$ cat config.mk
export PLATFORM = sky130hd
export DESIGN_NAME = spi_master_ctl
export DESIGN_NICKNAME = d
export VERILOG_FILES = /design/src/rtl/spi_mst_pkg.sv /design/src/rtl/spi_host_regs.sv /design/src/rtl/spi_xfer_engine.sv /design/src/rtl/spi_sel_ctl.sv /design/src/rtl/spi_master_ctl.sv
export SDC_FILE = /design/constraint.sdc
export NUM_CORES = 1
export LEC_CHECK = 0
export ABC_AREA = 1
export BUFFER_PORTS_ARGS = -buffer_cell sky130_fd_sc_hd__buf_2
export CAP_MARGIN = 10
export CORE_MARGIN = 2
export CORE_UTILIZATION = 35
export DETAILED_ROUTE_END_ITERATION = 12
export GPL_ROUTABILITY_DRIVEN = 0
export SYNTH_ARGS = -nofsm -noshare
export SYNTH_HDL_FRONTEND = slang
export SYNTH_HIERARCHICAL = 1
export SYNTH_SLANG_ARGS = --single-unit
$ cat constraint.sdc
create_clock -name clk_i -period 7.1 [get_ports clk_i]
set_input_delay 1.42 -clock clk_i [delete_from_list [all_inputs] [get_ports clk_i]]
set_output_delay 1.42 -clock clk_i [all_outputs]
set_load 0.005 [all_outputs]
$ cat src/rtl/spi_mst_pkg.sv
package spi_mst_pkg;
  localparam int unsigned DATA_W = 32;
  localparam int unsigned NSEL   = 5;
  localparam int unsigned DIV_W  = 8;
  localparam int unsigned ADDR_W = 3;
  localparam int unsigned SEL_W  = 3;
  localparam int unsigned LEN_W  = $clog2(DATA_W) + 1;
  localparam int unsigned CNT_W  = $clog2(2 * DATA_W);

  localparam logic [ADDR_W-1:0] A_CTRL = 3'd0;
  localparam logic [ADDR_W-1:0] A_TX   = 3'd1;
  localparam logic [ADDR_W-1:0] A_RX   = 3'd2;
  localparam logic [ADDR_W-1:0] A_STAT = 3'd3;
  localparam logic [ADDR_W-1:0] A_CMD  = 3'd4;

  typedef enum logic [1:0] {
    LEN_8  = 2'd0,
    LEN_16 = 2'd1,
    LEN_32 = 2'd2,
    LEN_XX = 2'd3
  } len_e;

  typedef struct packed {
    logic [DIV_W-1:0] div;
    logic             hold;
    logic [SEL_W-1:0] sel;
    logic             lsb_first;
    logic             cpha;
    logic             cpol;
    len_e             len;
  } cfg_t;

  function automatic logic [LEN_W-1:0] len_bits(input len_e l);
    case (l)
      LEN_8:   return LEN_W'(8);
      LEN_16:  return LEN_W'(16);
      default: return LEN_W'(DATA_W);
    endcase
  endfunction

  // reverse the low n bits, clear the rest
  function automatic logic [DATA_W-1:0] rev_low(input logic [DATA_W-1:0] d,
                                                input logic [LEN_W-1:0] n);
    logic [DATA_W-1:0] r;
    r = '0;
    for (int i = 0; i < DATA_W; i++)
      if (i < int'(n)) r[i] = d[int'(n) - 1 - i];
    return r;
  endfunction
endpackage

$ cat src/rtl/spi_host_regs.sv
module spi_host_regs
  import spi_mst_pkg::*;
(
  input  logic              clk_i,
  input  logic              rst_ni,
  input  logic              we_i,
  input  logic [ADDR_W-1:0] addr_i,
  input  logic [DATA_W-1:0] wdata_i,
  output logic [DATA_W-1:0] rdata_o,
  input  logic              busy_i,
  input  logic              done_i,
  input  logic [DATA_W-1:0] rx_i,
  output logic              start_o,
  output cfg_t              cfg_o,
  output logic [DATA_W-1:0] tx_o,
  output logic              irq_o
);
  cfg_t              cfg_q;
  logic              irq_en_q;
  logic              flag_q;
  logic [DATA_W-1:0] tx_q;

  logic wr_ctrl, wr_tx, wr_stat, wr_cmd;
  assign wr_ctrl = we_i && (addr_i == A_CTRL);
  assign wr_tx   = we_i && (addr_i == A_TX);
  assign wr_stat = we_i && (addr_i == A_STAT);
  assign wr_cmd  = we_i && (addr_i == A_CMD);

  always_ff @(posedge clk_i or negedge rst_ni) begin
    if (!rst_ni) begin
      cfg_q    <= '0;
      irq_en_q <= 1'b0;
      flag_q   <= 1'b0;
      tx_q     <= '0;
    end else begin
      if (wr_ctrl && !busy_i) begin
        cfg_q.len       <= len_e'(wdata_i[1:0]);
        cfg_q.cpol      <= wdata_i[2];
        cfg_q.cpha      <= wdata_i[3];
        cfg_q.lsb_first <= wdata_i[4];
        cfg_q.sel       <= wdata_i[7:5];
        cfg_q.hold      <= wdata_i[8];
        irq_en_q        <= wdata_i[9];
        cfg_q.div       <= wdata_i[23:16];
      end
      if (wr_tx) tx_q <= wdata_i;
      if (done_i) flag_q <= 1'b1;
      else if (wr_stat && wdata_i[1]) flag_q <= 1'b0;
    end
  end

  assign start_o = wr_cmd && wdata_i[0] && !busy_i;
  assign cfg_o   = cfg_q;
  assign tx_o    = tx_q;
  assign irq_o   = flag_q && irq_en_q;

  always_comb begin
    case (addr_i)
      A_CTRL:  rdata_o = {8'b0, cfg_q.div, 6'b0, irq_en_q, cfg_q.hold, cfg_q.sel,
                          cfg_q.lsb_first, cfg_q.cpha, cfg_q.cpol, cfg_q.len};
      A_TX:    rdata_o = tx_q;
      A_RX:    rdata_o = rx_i;
      A_STAT:  rdata_o = {30'b0, flag_q, busy_i};
      default: rdata_o = '0;
    endcase
  end


  a_r10_flag_set: assert property (@(posedge clk_i) disable iff (!rst_ni)
    done_i |=> flag_q);
  a_r10_w1c: assert property (@(posedge clk_i) disable iff (!rst_ni)
    wr_stat && wdata_i[1] && !done_i |=> !flag_q);
endmodule

$ cat src/rtl/spi_xfer_engine.sv
module spi_xfer_engine
  import spi_mst_pkg::*;
(
  input  logic              clk_i,
  input  logic              rst_ni,
  input  logic              start_i,
  input  len_e              len_i,
  input  logic              cpol_i,
  input  logic              cpha_i,
  input  logic              lsb_i,
  input  logic [DIV_W-1:0]  div_i,
  input  logic [DATA_W-1:0] tx_i,
  input  logic              miso_i,
  output logic              sclk_o,
  output logic              mosi_o,
  output logic              busy_o,
  output logic              done_o,
  output logic [DATA_W-1:0] rx_o
);
  localparam int unsigned BUSY_LIM = 2 * DATA_W * (2 ** DIV_W);
  localparam int unsigned BC_W     = $clog2(BUSY_LIM) + 1;

  logic [DIV_W-1:0]  half_q, hc_q;
  logic [CNT_W-1:0]  ec_q, last_q;
  logic [LEN_W-1:0]  nb_q, nb_w;
  logic              busy_q, tog_q, mosi_q, cpol_q, cpha_q, lsb_q;
  logic [DATA_W-1:0] tx_sh_q, rx_sh_q, rx_q;
  logic [DATA_W-1:0] tx_norm, rx_nx, rx_al;
  logic              edge_w, last_w, smp_w, sft_w;

  assign nb_w    = len_bits(len_i);
  // bit to send next always sits at position 0
  assign tx_norm = lsb_i ? tx_i : rev_low(tx_i, nb_w);

  assign edge_w = busy_q && (hc_q == half_q);
  assign last_w = edge_w && (ec_q == last_q);
  assign smp_w  = edge_w && (ec_q[0] == cpha_q);
  assign sft_w  = edge_w && (ec_q[0] != cpha_q) && !last_w;

  // first captured bit ends at position L-1
  assign rx_nx = smp_w ? {rx_sh_q[DATA_W-2:0], miso_i} : rx_sh_q;
  assign rx_al = lsb_q ? rev_low(rx_nx, nb_q) : rx_nx;

  always_ff @(posedge clk_i or negedge rst_ni) begin
    if (!rst_ni) begin
      busy_q  <= 1'b0;
      half_q  <= '0;
      hc_q    <= '0;
      ec_q    <= '0;
      last_q  <= '0;
      nb_q    <= '0;
      tog_q   <= 1'b0;
      mosi_q  <= 1'b0;
      cpol_q  <= 1'b0;
      cpha_q  <= 1'b0;
      lsb_q   <= 1'b0;
      tx_sh_q <= '0;
      rx_sh_q <= '0;
      rx_q    <= '0;
    end else if (start_i) begin
      busy_q  <= 1'b1;
      hc_q    <= '0;
      ec_q    <= '0;
      tog_q   <= 1'b0;
      half_q  <= (div_i == '0) ? '0 : div_i - DIV_W'(1);
      last_q  <= CNT_W'({nb_w, 1'b0} - (LEN_W+1)'(1));
      nb_q    <= nb_w;
      cpol_q  <= cpol_i;
      cpha_q  <= cpha_i;
      lsb_q   <= lsb_i;
      rx_sh_q <= '0;
      if (cpha_i) begin
        mosi_q  <= 1'b0;
        tx_sh_q <= tx_norm;
      end else begin
        mosi_q  <= tx_norm[0];
        tx_sh_q <= tx_norm >> 1;
      end
    end else if (busy_q) begin
      if (edge_w) begin
        hc_q  <= '0;
        ec_q  <= ec_q + CNT_W'(1);
        tog_q <= ~tog_q;
      end else begin
        hc_q  <= hc_q + DIV_W'(1);
      end
      if (smp_w) rx_sh_q <= rx_nx;
      if (sft_w) begin
        mosi_q  <= tx_sh_q[0];
        tx_sh_q <= tx_sh_q >> 1;
      end
      if (last_w) begin
        busy_q <= 1'b0;
        mosi_q <= 1'b0;
        rx_q   <= rx_al;
      end
    end
  end

  assign sclk_o = busy_q ? (cpol_q ^ tog_q) : cpol_i;
  assign mosi_o = mosi_q;
  assign busy_o = busy_q;
  assign done_o = last_w;
  assign rx_o   = rx_q;

  logic [BC_W-1:0] bcnt_q;
  always_ff @(posedge clk_i or negedge rst_ni) begin
    if (!rst_ni)      bcnt_q <= '0;
    else if (start_i) bcnt_q <= '0;
    else if (busy_q)  bcnt_q <= bcnt_q + BC_W'(1);
  end

  a_r11_start_idle: assert property (@(posedge clk_i) disable iff (!rst_ni)
    start_i |-> !busy_q);
  a_r4_edge_gap: assert property (@(posedge clk_i) disable iff (!rst_ni)
    edge_w && (half_q != '0) |=> !edge_w);
  a_r3_busy_bound: assert property (@(posedge clk_i) disable iff (!rst_ni)
    busy_q |-> bcnt_q < BC_W'(BUSY_LIM));
endmodule

$ cat src/rtl/spi_sel_ctl.sv
module spi_sel_ctl
  import spi_mst_pkg::*;
(
  input  logic             clk_i,
  input  logic             rst_ni,
  input  logic             start_i,
  input  logic             done_i,
  input  logic             busy_i,
  input  logic             hold_i,
  input  logic [SEL_W-1:0] sel_i,
  output logic [NSEL-1:0]  cs_n_o
);
  logic             on_q;
  logic [SEL_W-1:0] sel_q;

  always_ff @(posedge clk_i or negedge rst_ni) begin
    if (!rst_ni) begin
      on_q  <= 1'b0;
      sel_q <= '0;
    end else if (start_i) begin
      on_q  <= 1'b1;
      sel_q <= sel_i;
    end else if (done_i) begin
      on_q  <= hold_i;
    end else if (!busy_i && !hold_i) begin
      on_q  <= 1'b0;
    end
  end

  for (genvar g = 0; g < NSEL; g++) begin : g_cs
    assign cs_n_o[g] = !(on_q && (sel_q == SEL_W'(g)));
  end


  a_r8_cs_onehot: assert property (@(posedge clk_i) disable iff (!rst_ni)
    $onehot0(~cs_n_o));
  a_r8_cs_stable: assert property (@(posedge clk_i) disable iff (!rst_ni)
    busy_i && $past(busy_i) |-> $stable(cs_n_o));
endmodule

$ cat src/rtl/spi_master_ctl.sv
module spi_master_ctl
  import spi_mst_pkg::*;
(
  input  logic              clk_i,
  input  logic              rst_ni,
  input  logic              we_i,
  input  logic [ADDR_W-1:0] addr_i,
  input  logic [DATA_W-1:0] wdata_i,
  output logic [DATA_W-1:0] rdata_o,
  input  logic              miso_i,
  output logic              sclk_o,
  output logic              mosi_o,
  output logic [NSEL-1:0]   cs_n_o,
  output logic              irq_o
);
  cfg_t              cfg_w;
  logic [DATA_W-1:0] tx_w, rx_w;
  logic              start_w, busy_w, done_w;

  spi_host_regs u_regs (
    .clk_i   (clk_i),
    .rst_ni  (rst_ni),
    .we_i    (we_i),
    .addr_i  (addr_i),
    .wdata_i (wdata_i),
    .rdata_o (rdata_o),
    .busy_i  (busy_w),
    .done_i  (done_w),
    .rx_i    (rx_w),
    .start_o (start_w),
    .cfg_o   (cfg_w),
    .tx_o    (tx_w),
    .irq_o   (irq_o)
  );

  spi_xfer_engine u_eng (
    .clk_i   (clk_i),
    .rst_ni  (rst_ni),
    .start_i (start_w),
    .len_i   (cfg_w.len),
    .cpol_i  (cfg_w.cpol),
    .cpha_i  (cfg_w.cpha),
    .lsb_i   (cfg_w.lsb_first),
    .div_i   (cfg_w.div),
    .tx_i    (tx_w),
    .miso_i  (miso_i),
    .sclk_o  (sclk_o),
    .mosi_o  (mosi_o),
    .busy_o  (busy_w),
    .done_o  (done_w),
    .rx_o    (rx_w)
  );

  spi_sel_ctl u_sel (
    .clk_i   (clk_i),
    .rst_ni  (rst_ni),
    .start_i (start_w),
    .done_i  (done_w),
    .busy_i  (busy_w),
    .hold_i  (cfg_w.hold),
    .sel_i   (cfg_w.sel),
    .cs_n_o  (cs_n_o)
  );
endmodule

# After elaboration in Yosys (flattened, before gate mapping)
# Index checks and enable logic that the tools add are counted.
# W data, S select, Z words.
dict set report totals {
  reg_bits 191
  output_inout_bits 40
  elab_cells 574
}
dict set report op_classes {
  n_addsub 68
  order_cmp 128
  eq_ne 13
  mux 292
  n_bitwise 3
  n_reduce_logical 44
}
# operator n
set ops {}
lappend ops {{$lt A32 B7 Y1 const B} 64}
lappend ops {{$sub A32 B6 Y32 const B} 32}
lappend ops {{$sub A32 B5 Y32 const B} 16}
lappend ops {{$bmux W1 S5} 64}
lappend ops {{$mux W32} 10}
lappend ops {{$sub A32 B4 Y32 const B} 8}
lappend ops {{$mux W1} 209}
lappend ops {{$lt A5 B6 Y1 const A} 32}
lappend ops {{$pmux W32 S4} 1}
lappend ops {{$sub A32 B3 Y32 const B} 4}
lappend ops {{$lt A4 B6 Y1 const A} 16}
lappend ops {{$sub A32 B2 Y32 const B} 2}
lappend ops {{$lt A3 B6 Y1 const A} 8}
lappend ops {{$mux W8} 4}
lappend ops {{$lt A1 B6 Y1 const A} 4}
lappend ops {{$lt A2 B6 Y1 const A} 4}
lappend ops {{$logic_and A1 B1 Y1} 20}
lappend ops {{$mux W6} 3}
lappend ops {{$sub A6 B1 Y7 const B} 2}
lappend ops {{$eq A3 B2 Y1 const B} 4}
lappend ops {{$pmux W6 S2} 1}
lappend ops {{$reduce_bool A2 Y1} 5}
lappend ops {{$add A8 B1 Y8 const B} 1}
lappend ops {{$eq A8 B8 Y1} 1}
lappend ops {{other kinds (18)} 33}

# Depth between registers and ports, before layout
# Gate-level depths: netlist of run 1.
dict set report logic_depth {
  word_depth 11
  ltp_mapped 13
  ltp_nobuf 13
}

# Cells and area by module
# Netlist of run 1, hierarchy kept.
# mod n_inst cells_each area_each_um2 seq_area_each_um2
set by_module_without_submodules {}
lappend by_module_without_submodules {spi_xfer_engine 1 1187 8603.3 3253.1}
lappend by_module_without_submodules {spi_host_regs 1 367 2582.5 1276.2}
lappend by_module_without_submodules {spi_sel_ctl 1 28 203.9 100.1}

# Worst setup path after synthesis of run 1
# OpenSTA, ideal clock, no wires.
dict set report synth_path {
  path_kind {in2out}
  start {input port addr_i[0]}
  end {output port rdata_o[21]}
  arrival_time_ps 2160
  setup_slack_ps 3520
  path_stages 6
  path_cell_list {nor2_2 -> nand2_1 -> inv_1 -> buf_4 -> nand2_1 -> nand3_1}
}
dict set report synth_between {
  elab_chain_len 2
  elab_cells_between_ends 5
  cone_classes {3 x eq/ne; 1 x mux; 1 x reduce/logical}
}
# item line_no
set synth_lines {}
lappend synth_lines {{start, declared} spi_master_ctl.sv:7} ;# input logic [ADDR_W-1:0] addr_i,
lappend synth_lines {{$eq A3 B2 Y1 (tied with other cells)} spi_host_regs.sv:58} ;# case (addr_i)
lappend synth_lines {{$pmux W32 S4 *} spi_host_regs.sv:58}
lappend synth_lines {{end, declared} spi_master_ctl.sv:9} ;# output logic [DATA_W-1:0] rdata_o,
# Every way passes the cells marked *; elsewhere a longest branch is shown, timed or not.

# Final worst setup path of run 1
dict set report layout_path {
  start {input port addr_i[2]}
  end {output port rdata_o[22]}
}
# The elaborated chain is that of the path after synthesis.

==> results of run 1 <==
how the worst max path moves through the flow:
stage,start,end,slack (ps),cells past startpoint
3_5_place_dp,addr_i[2],rdata_o[22],2610,7
5_1_grt,addr_i[2],rdata_o[22],2440,7
6_report,addr_i[2],rdata_o[22],2610,7
2_1_floorplan,addr_i[0],rdata_o[21],3520,6
4_1_cts,addr_i[2],rdata_o[22],2600,7
3_3_place_gp,addr_i[2],rdata_o[22],2710,7
registers in the layout (all words and copies together) (netlist names), 3 cells and up:
signal / flops
u_eng/ec_q: 6
u_eng/tx_sh_q: 32
u_eng/half_q: 8
u_eng/rx_sh_q: 32
u_sel/sel_q: 3
u_regs/tx_o: 32
u_eng/last_q: 3
u_eng/hc_q: 8
u_eng/rx_o: 32
u_eng/nb_q: 3
u_regs/cfg_o: 17
through the flow:
stage	cell area, um^2	total power, mW	instances	worst slack, ps	hold slack, ps
floorplan	11400	2.87	1582	3520	449
global placement	12000	3.35	2035	2710	469
detailed placement	12000	3.39	2035	2610	476
CTS	12600	4.31	2067	2600	493
global route	12600	4.63	2068	2440	513
finish	12600	4.32	2068	2610	488
Yosys cell counts, types with 3 or more instances:
| cell | n |
|---|---|
| a21boi_1 | 4 |
| a21oi_1 | 31 |
| a21oi_2 | 27 |
| a41oi_1 | 21 |
| and2_1 | 4 |
| buf_1 | 3 |
| buf_2 | 27 |
| buf_4 | 8 |
| buf_6 | 6 |
| clkbuf_1 | 34 |
| clkinv_1 | 4 |
| dfrtp_1 | 185 |
| ha_1 | 5 |
| inv_1 | 170 |
| inv_2 | 10 |
| nand2_1 | 452 |
| nand2_2 | 12 |
| nand2_4 | 11 |
| nand3_1 | 227 |
| nand4_1 | 33 |
| nor2_1 | 105 |
| nor2_2 | 4 |
| nor3_1 | 8 |
| o21ai_0 | 72 |
| o21ai_1 | 7 |
| o221ai_1 | 19 |
| o22ai_1 | 19 |
| or2_2 | 32 |
| xnor2_1 | 4 |
| xor2_1 | 11 |
cell usage in the layout, fill, tap and decap left out, drive strengths merged, types with 2 or more instances in the layout:
master    count
nand3       228
a21oi        58
nand4        34
o221ai       19
or2          32
inv         183
clkbuf       21
nor2        111
buf          91
nand2       475
clkinv       10
xor2         11
xnor2         4
o22ai        19
dfrtp       185
a41oi        21
o21a          2
a221oi        2
o21bai        2
a21boi        4
o21ai        79
ha            5
a22oi         2
clkinvlp      3
a32o          2
nor3         12
and2          4
worst reg2reg max path, cell delays in order (launching register included):
cell and delay, ps:
dfrtp_1 700, clkinv_1 410, nand2_1 580, ha_1 410
nor2_1 500, clkinv_1 450, a21oi_1 240, a21oi_1 140
o21ai_0 210, a21oi_1 80, o21ai_0 160
cell families after synthesis:
group / Yosys count / synth area share
AOI/OAI and AO/OA: 215 / 0.124
xor gates and xnor gates: 15 / 0.0115
adders and majority gates: 5 / 0.00549
buffers and inverters: 264 / 0.0981
DFF: 185 / 0.406
and+or+nand+nor: 898 / 0.355
final cells by class:
type                    count  share of cell area
flip-flops and latches    185               0.367
clock inverters            12             0.00715
repair buffers             92              0.0406
clock buffers              20              0.0370
multi-input cells        1133               0.449
inverters                 184              0.0548
well taps                 442              0.0439
power by group through the flow:
stage	combinational [mW]	clock [mW]	sequential (mW)
3_5_place_dp	1.77	0	1.62
2_1_floorplan	1.36	0	1.51
3_3_place_gp	1.73	0	1.62
4_1_cts	1.77	0.940	1.60
6_report	1.79	0.920	1.61
5_1_grt	2.00	0.981	1.64
metal layers:
metal  routed length (um)  up-vias  GRT usage
li1                     -     5245          -
met4                 1010        0     0.0742
met5                    0        -          0
met3                 2620       85     0.0381
met2                17200      455      0.352
met1                16300     5328      0.305
==> qor.csv, run 1 <==
stage,metric,value,unit
cells_and_area,utilization,0.390,
placed_design,numPortBuffers,78,
setup_path,crit_type,in -> out,
timing,slew-limit-headroom,0.247,
setup_path,cp_top_family,buffers and inverters,
yosys,synth_top_cell_by_area,dfrtp_1,
power,sequentialPowerShare,0.372,
detailed_routing,wirelength,37200,um
floorplanning,core-area,32300,um^2
power,p_int,2.41,mW
detailed_routing,drtIter0Drc,1399,
power,netSwitchingFraction,0.442,
power,peakVddDrop,119,uV
timing,rsz0062_at_grt,false,
min_path,hp-start,u_eng/tx_sh_q[2],
placed_design,place_hpwl,26200,um
cells_and_area,nNetsFinal,1657,
floorplanning,die_x,184,um
setup_path,crit_arrival,3070,ps
yosys,synth.area.top_cells,"dfrtp_1, nand2_1, nand3_1, inv_1, nor2_1",
yosys,syn_nets,1626,
yosys,netlist_area,11400,um^2
global_routing,grt_pass1_wl,58100,um
detailed_routing,antenna_left,0,
global_routing,grt_antenna_before_repair,0,
setup_path,path_buf_inv,4,
setup_path,crit_chain,buf_2 > clkinv_1 > nand3_1 > inv_1 > nand2_1 > nand3_1 > buf_2,
floorplanning,die_y,184,um
cells_and_area,drive_above_1_share,0.141,
power,leakage,6.32,nW
yosys,ys.flop_type,dfrtp_1,
floorplanning,start_util,0.353,
yosys,synth_cell_types,49,
power,p_comb_frac,0.415,
cells_and_area,regArea,4630,um^2
yosys,yosysSeqAreaShare,0.406,
yosys,yosys_warnings,6,
min_path,whs_path_depth,2,
clock_tree,numCtsBuffers,17,
timing,setup-violations-final,0,
detailed_routing,post_drt_via_cell_ratio,5.37,
setup_path,timing.rr.end,u_eng/tx_sh_q[3],
cells_and_area,n_antenna_cell,0,
setup_path,r2r_start,u_regs/cfg_o[1],
floorplanning,rows,66,
cells_and_area,area_growth,10.6,%
setup_path,regToRegSetupSlack,3140,ps
cells_and_area,fillers,3409,
timing,hold_viol_final,0,
clock_tree,postCtsSetupBuffers,0,
global_routing,gr-total-overflow,0,
clock_tree,cts_hold_buf,0,
yosys,async_flop_share,1.00,
timing,tns,0,ps
global_routing,grt_max_degree,108,
yosys,avgSynthCellArea,7.20,um^2
detailed_routing,dr.pass1.iters,7,
floorplanning,die-area,34000,um^2
setup_path,crit_required,5680,ps
yosys,ys_seq_elements,185,
yosys,syn_inst,1582,
power,switching_power,1.91,mW
power,powerDensity,343,nW/um^2
cells_and_area,multi_input_area,5660,um^2
clock_tree,cts_tree,yes,
yosys,synth_edf_count,0,
clock_tree,cts_max_level,4,
floorplanning,io_pins,79,
detailed_routing,drc,0,
timing,worstMarginPinSlew,1130,ps
power,clkPwrFrac,0.213,
timing,slew_viol_final,0,
min_path,holdPathEnd,u_eng/tx_sh_q[2],
min_path,hp-class,reg -> reg,
setup_path,start_kind,primary input,
clock_tree,cts-root-buf,clkbuf_16,
setup_path,worstPathMaxFanout,30,
clock_tree,path_clk_slew,70,ps
detailed_routing,vias,11100,
timing,clock_skew,14.5,ps
timing,period_needed,4490,ps
global_routing,grt_pass1_vias,10200,
timing,fmax,222,MHz
run,drv_cap,0,
detailed_routing,wl_per_cell,18.0,um
clock_tree,clock_sinks,185,
setup_path,slowest_delay,830,ps
setup_path,end_kind,output pin,
global_routing,grtUsageTotal,0.222,
setup_path,cpMaxStageDelayCell,inv_1,
outcome,status,finished clean,
clock_tree,ctsResizeCount,0,
clock_tree,cts_buffer_depth,2,
timing,post-route-period-util,0.633,
yosys,synth_top_cell_area_share,0.406,
clock_tree,clk_latency,450,ps
setup_path,worst-r2r-cell-count,10,
Note: power is estimated with default switching activity, not from simulation.
==> run 2: changes to the inputs <==
- clock period: 7.1 -> 4.56 ns (I/O delays scaled with it)
==> qor.csv, run 2 (synthesis results as in run 1) <==
stage,metric,value,unit,change
clock_tree,path_clk_slew,70,ps,about the same
timing,clock_skew,13.1,ps,-1.39 ps
outcome,status,finished clean,,
timing,tns,0,ps,unchanged
timing,slew_viol_final,0,,unchanged
cells_and_area,n_antenna_cell,0,,unchanged
timing,period_needed,3470,ps,
detailed_routing,antenna_left,0,,unchanged
setup_path,crit_chain,buf_2 > nor3_4 > buf_12 > nand2_1 > nand3_1 > buf_2,,
clock_tree,ctsResizeCount,0,,unchanged
floorplanning,die-area,34000,um^2,unchanged
cells_and_area,regArea,4630,um^2,unchanged
run,drv_cap,0,,unchanged
power,leakage,6.38,nW,+0.99%
floorplanning,die_x,184,um,unchanged
clock_tree,cts-root-buf,clkbuf_16,,
global_routing,top_usage_layer,met2,,
detailed_routing,dr.pass1.iters,7,,unchanged
setup_path,crit_path_frequent_cell,buf_2,,
detailed_routing,drtIter0Drc,1505,,+7.6%
cells_and_area,multi_input_area,5660,um^2,unchanged
setup_path,end_kind,output pin,,
setup_path,crit_arrival,2550,ps,-520 ps
detailed_routing,post_drt_via_cell_ratio,5.41,,+0.69%
setup_path,start_kind,primary input,,
cells_and_area,drive_above_1_share,0.146,,+0.00473
timing,rsz0062_at_grt,false,,
global_routing,grt_pass1_wl,59000,um,+1.5%
cells_and_area,utilization,0.394,,+0.00376
clock_tree,cts_buffer_depth,2,,unchanged
cells_and_area,area_growth,11.7,%,
timing,slew-limit-headroom,0.291,,+0.0443
global_routing,gr-total-overflow,0,,unchanged
global_routing,grt.met2_usage,0.348,,-0.00481
floorplanning,die_y,184,um,unchanged
clock_tree,postCtsSetupBuffers,0,,unchanged
setup_path,slowest_delay,870,ps,+40 ps
power,powerDensity,539,nW/um^2,+57%
cells_and_area,layout_commonest_cell,nand2_1,,
cells_and_area,nNetsFinal,1666,,+0.54%
clock_tree,clock_sinks,185,,unchanged
clock_tree,cts_hold_buf,0,,unchanged
placed_design,numPortBuffers,78,,unchanged
detailed_routing,drc,0,,unchanged
timing,hold_ws,486,ps,-1.56 ps
clock_tree,cts_tree,yes,,
global_routing,grtUsageTotal,0.222,,+0.000255
placed_design,place_hpwl,26300,um,+0.32%
global_routing,grt_antenna_before_repair,0,,unchanged
cells_and_area,most-common-layout-cells,"nand2_1, nand3_1, dfrtp_1, inv_1, nor2_1",,
timing,setup-violations-final,0,,unchanged
floorplanning,start_util,0.353,,unchanged
clock_tree,numCtsBuffers,17,,unchanged
detailed_routing,vias,11200,,+1.1%
global_routing,grt_max_degree,112,,+3.7%
setup_path,regToRegSetupSlack,1370,ps,-1770 ps
setup_path,worstPathMaxFanout,31,,+3.3%
timing,hold_viol_final,0,,unchanged
cells_and_area,fillers,3411,,+0.059%
detailed_routing,wl_per_cell,18.0,um,+0.40%
setup_path,crit_required,3650,ps,-2030 ps
setup_path,crit_type,in -> out,,
timing,fmax,288,MHz,
global_routing,grt.met3_usage,0.0415,,+0.00336
setup_path,cpMaxStageDelayCell,nor3_4,,
power,peakVddDrop,271,uV,+130%
min_path,hp-class,reg -> reg,,
detailed_routing,wirelength,37500,um,+0.83%
floorplanning,core-area,32300,um^2,unchanged
global_routing,grt_pass1_vias,10700,,+5.1%
clock_tree,clk_latency,440,ps,about the same
floorplanning,rows,66,,unchanged
floorplanning,io_pins,79,,unchanged
timing,post-route-period-util,0.760,,
timing,worstMarginPinSlew,1060,ps,-68.7 ps
global_routing,use_met1,0.301,,-0.00425
clock_tree,cts_max_level,4,,unchanged
run 2: layer usage:
metal	wire length, um	up-vias	part of all wire
li1	-	5272	-
met1	16000	5304	0.43
met2	16900	559	0.45
met3	3190	103	0.085
met4	1380	0	0.037
met5	0	-	0
run 2: final timing paths:
check,from,to,depth (start not counted)
worst min-delay path,u_eng/last_q[3],u_eng/last_q[3],2
worst min register to register,u_eng/last_q[3],u_eng/last_q[3],2
max in group asynchronous,rst_ni,u_eng/rx_sh_q[30],2
worst max-delay path,addr_i[1],rdata_o[19],6
worst max register to register,u_regs/cfg_o[1],u_eng/tx_sh_q[3],11
min in group asynchronous,rst_ni,u_eng/cpol_q,1
run 2: power by group:
part / switching (mW) / total (mW) / internal [mW] / leakage [nW]
logic: 1.94 / 2.87 / 0.931 / 3.94
clock network: 0.731 / 1.51 / 0.777 / 0.281
registers: 0.384 / 2.48 / 2.10 / 2.16
run 2: metrics by stage:
stage	area, um^2	std cells	total power [mW]	worst slack [ps]
2_1_floorplan	11400	1582	4.47	1780
3_3_place_gp	12100	2045	5.24	1110
3_5_place_dp	12100	2045	5.30	1120
4_1_cts	12700	2077	6.82	1110
5_1_grt	12700	2077	7.33	1020
6_report	12700	2077	6.86	1090
run 2: final cells by class:
cell class	instances	area share
clock buffer	17	0.0334
clock inverter	15	0.0132
inverter	184	0.0543
multi-input combinational	1133	0.445
sequential	185	0.364
tap	442	0.0435
timing repair buffer	101	0.0469
run 2: critical path: cells and delay by family:
family	cells	cell delay, ps
and+or+nand+nor	3	1090
buffers and inverters	3	540
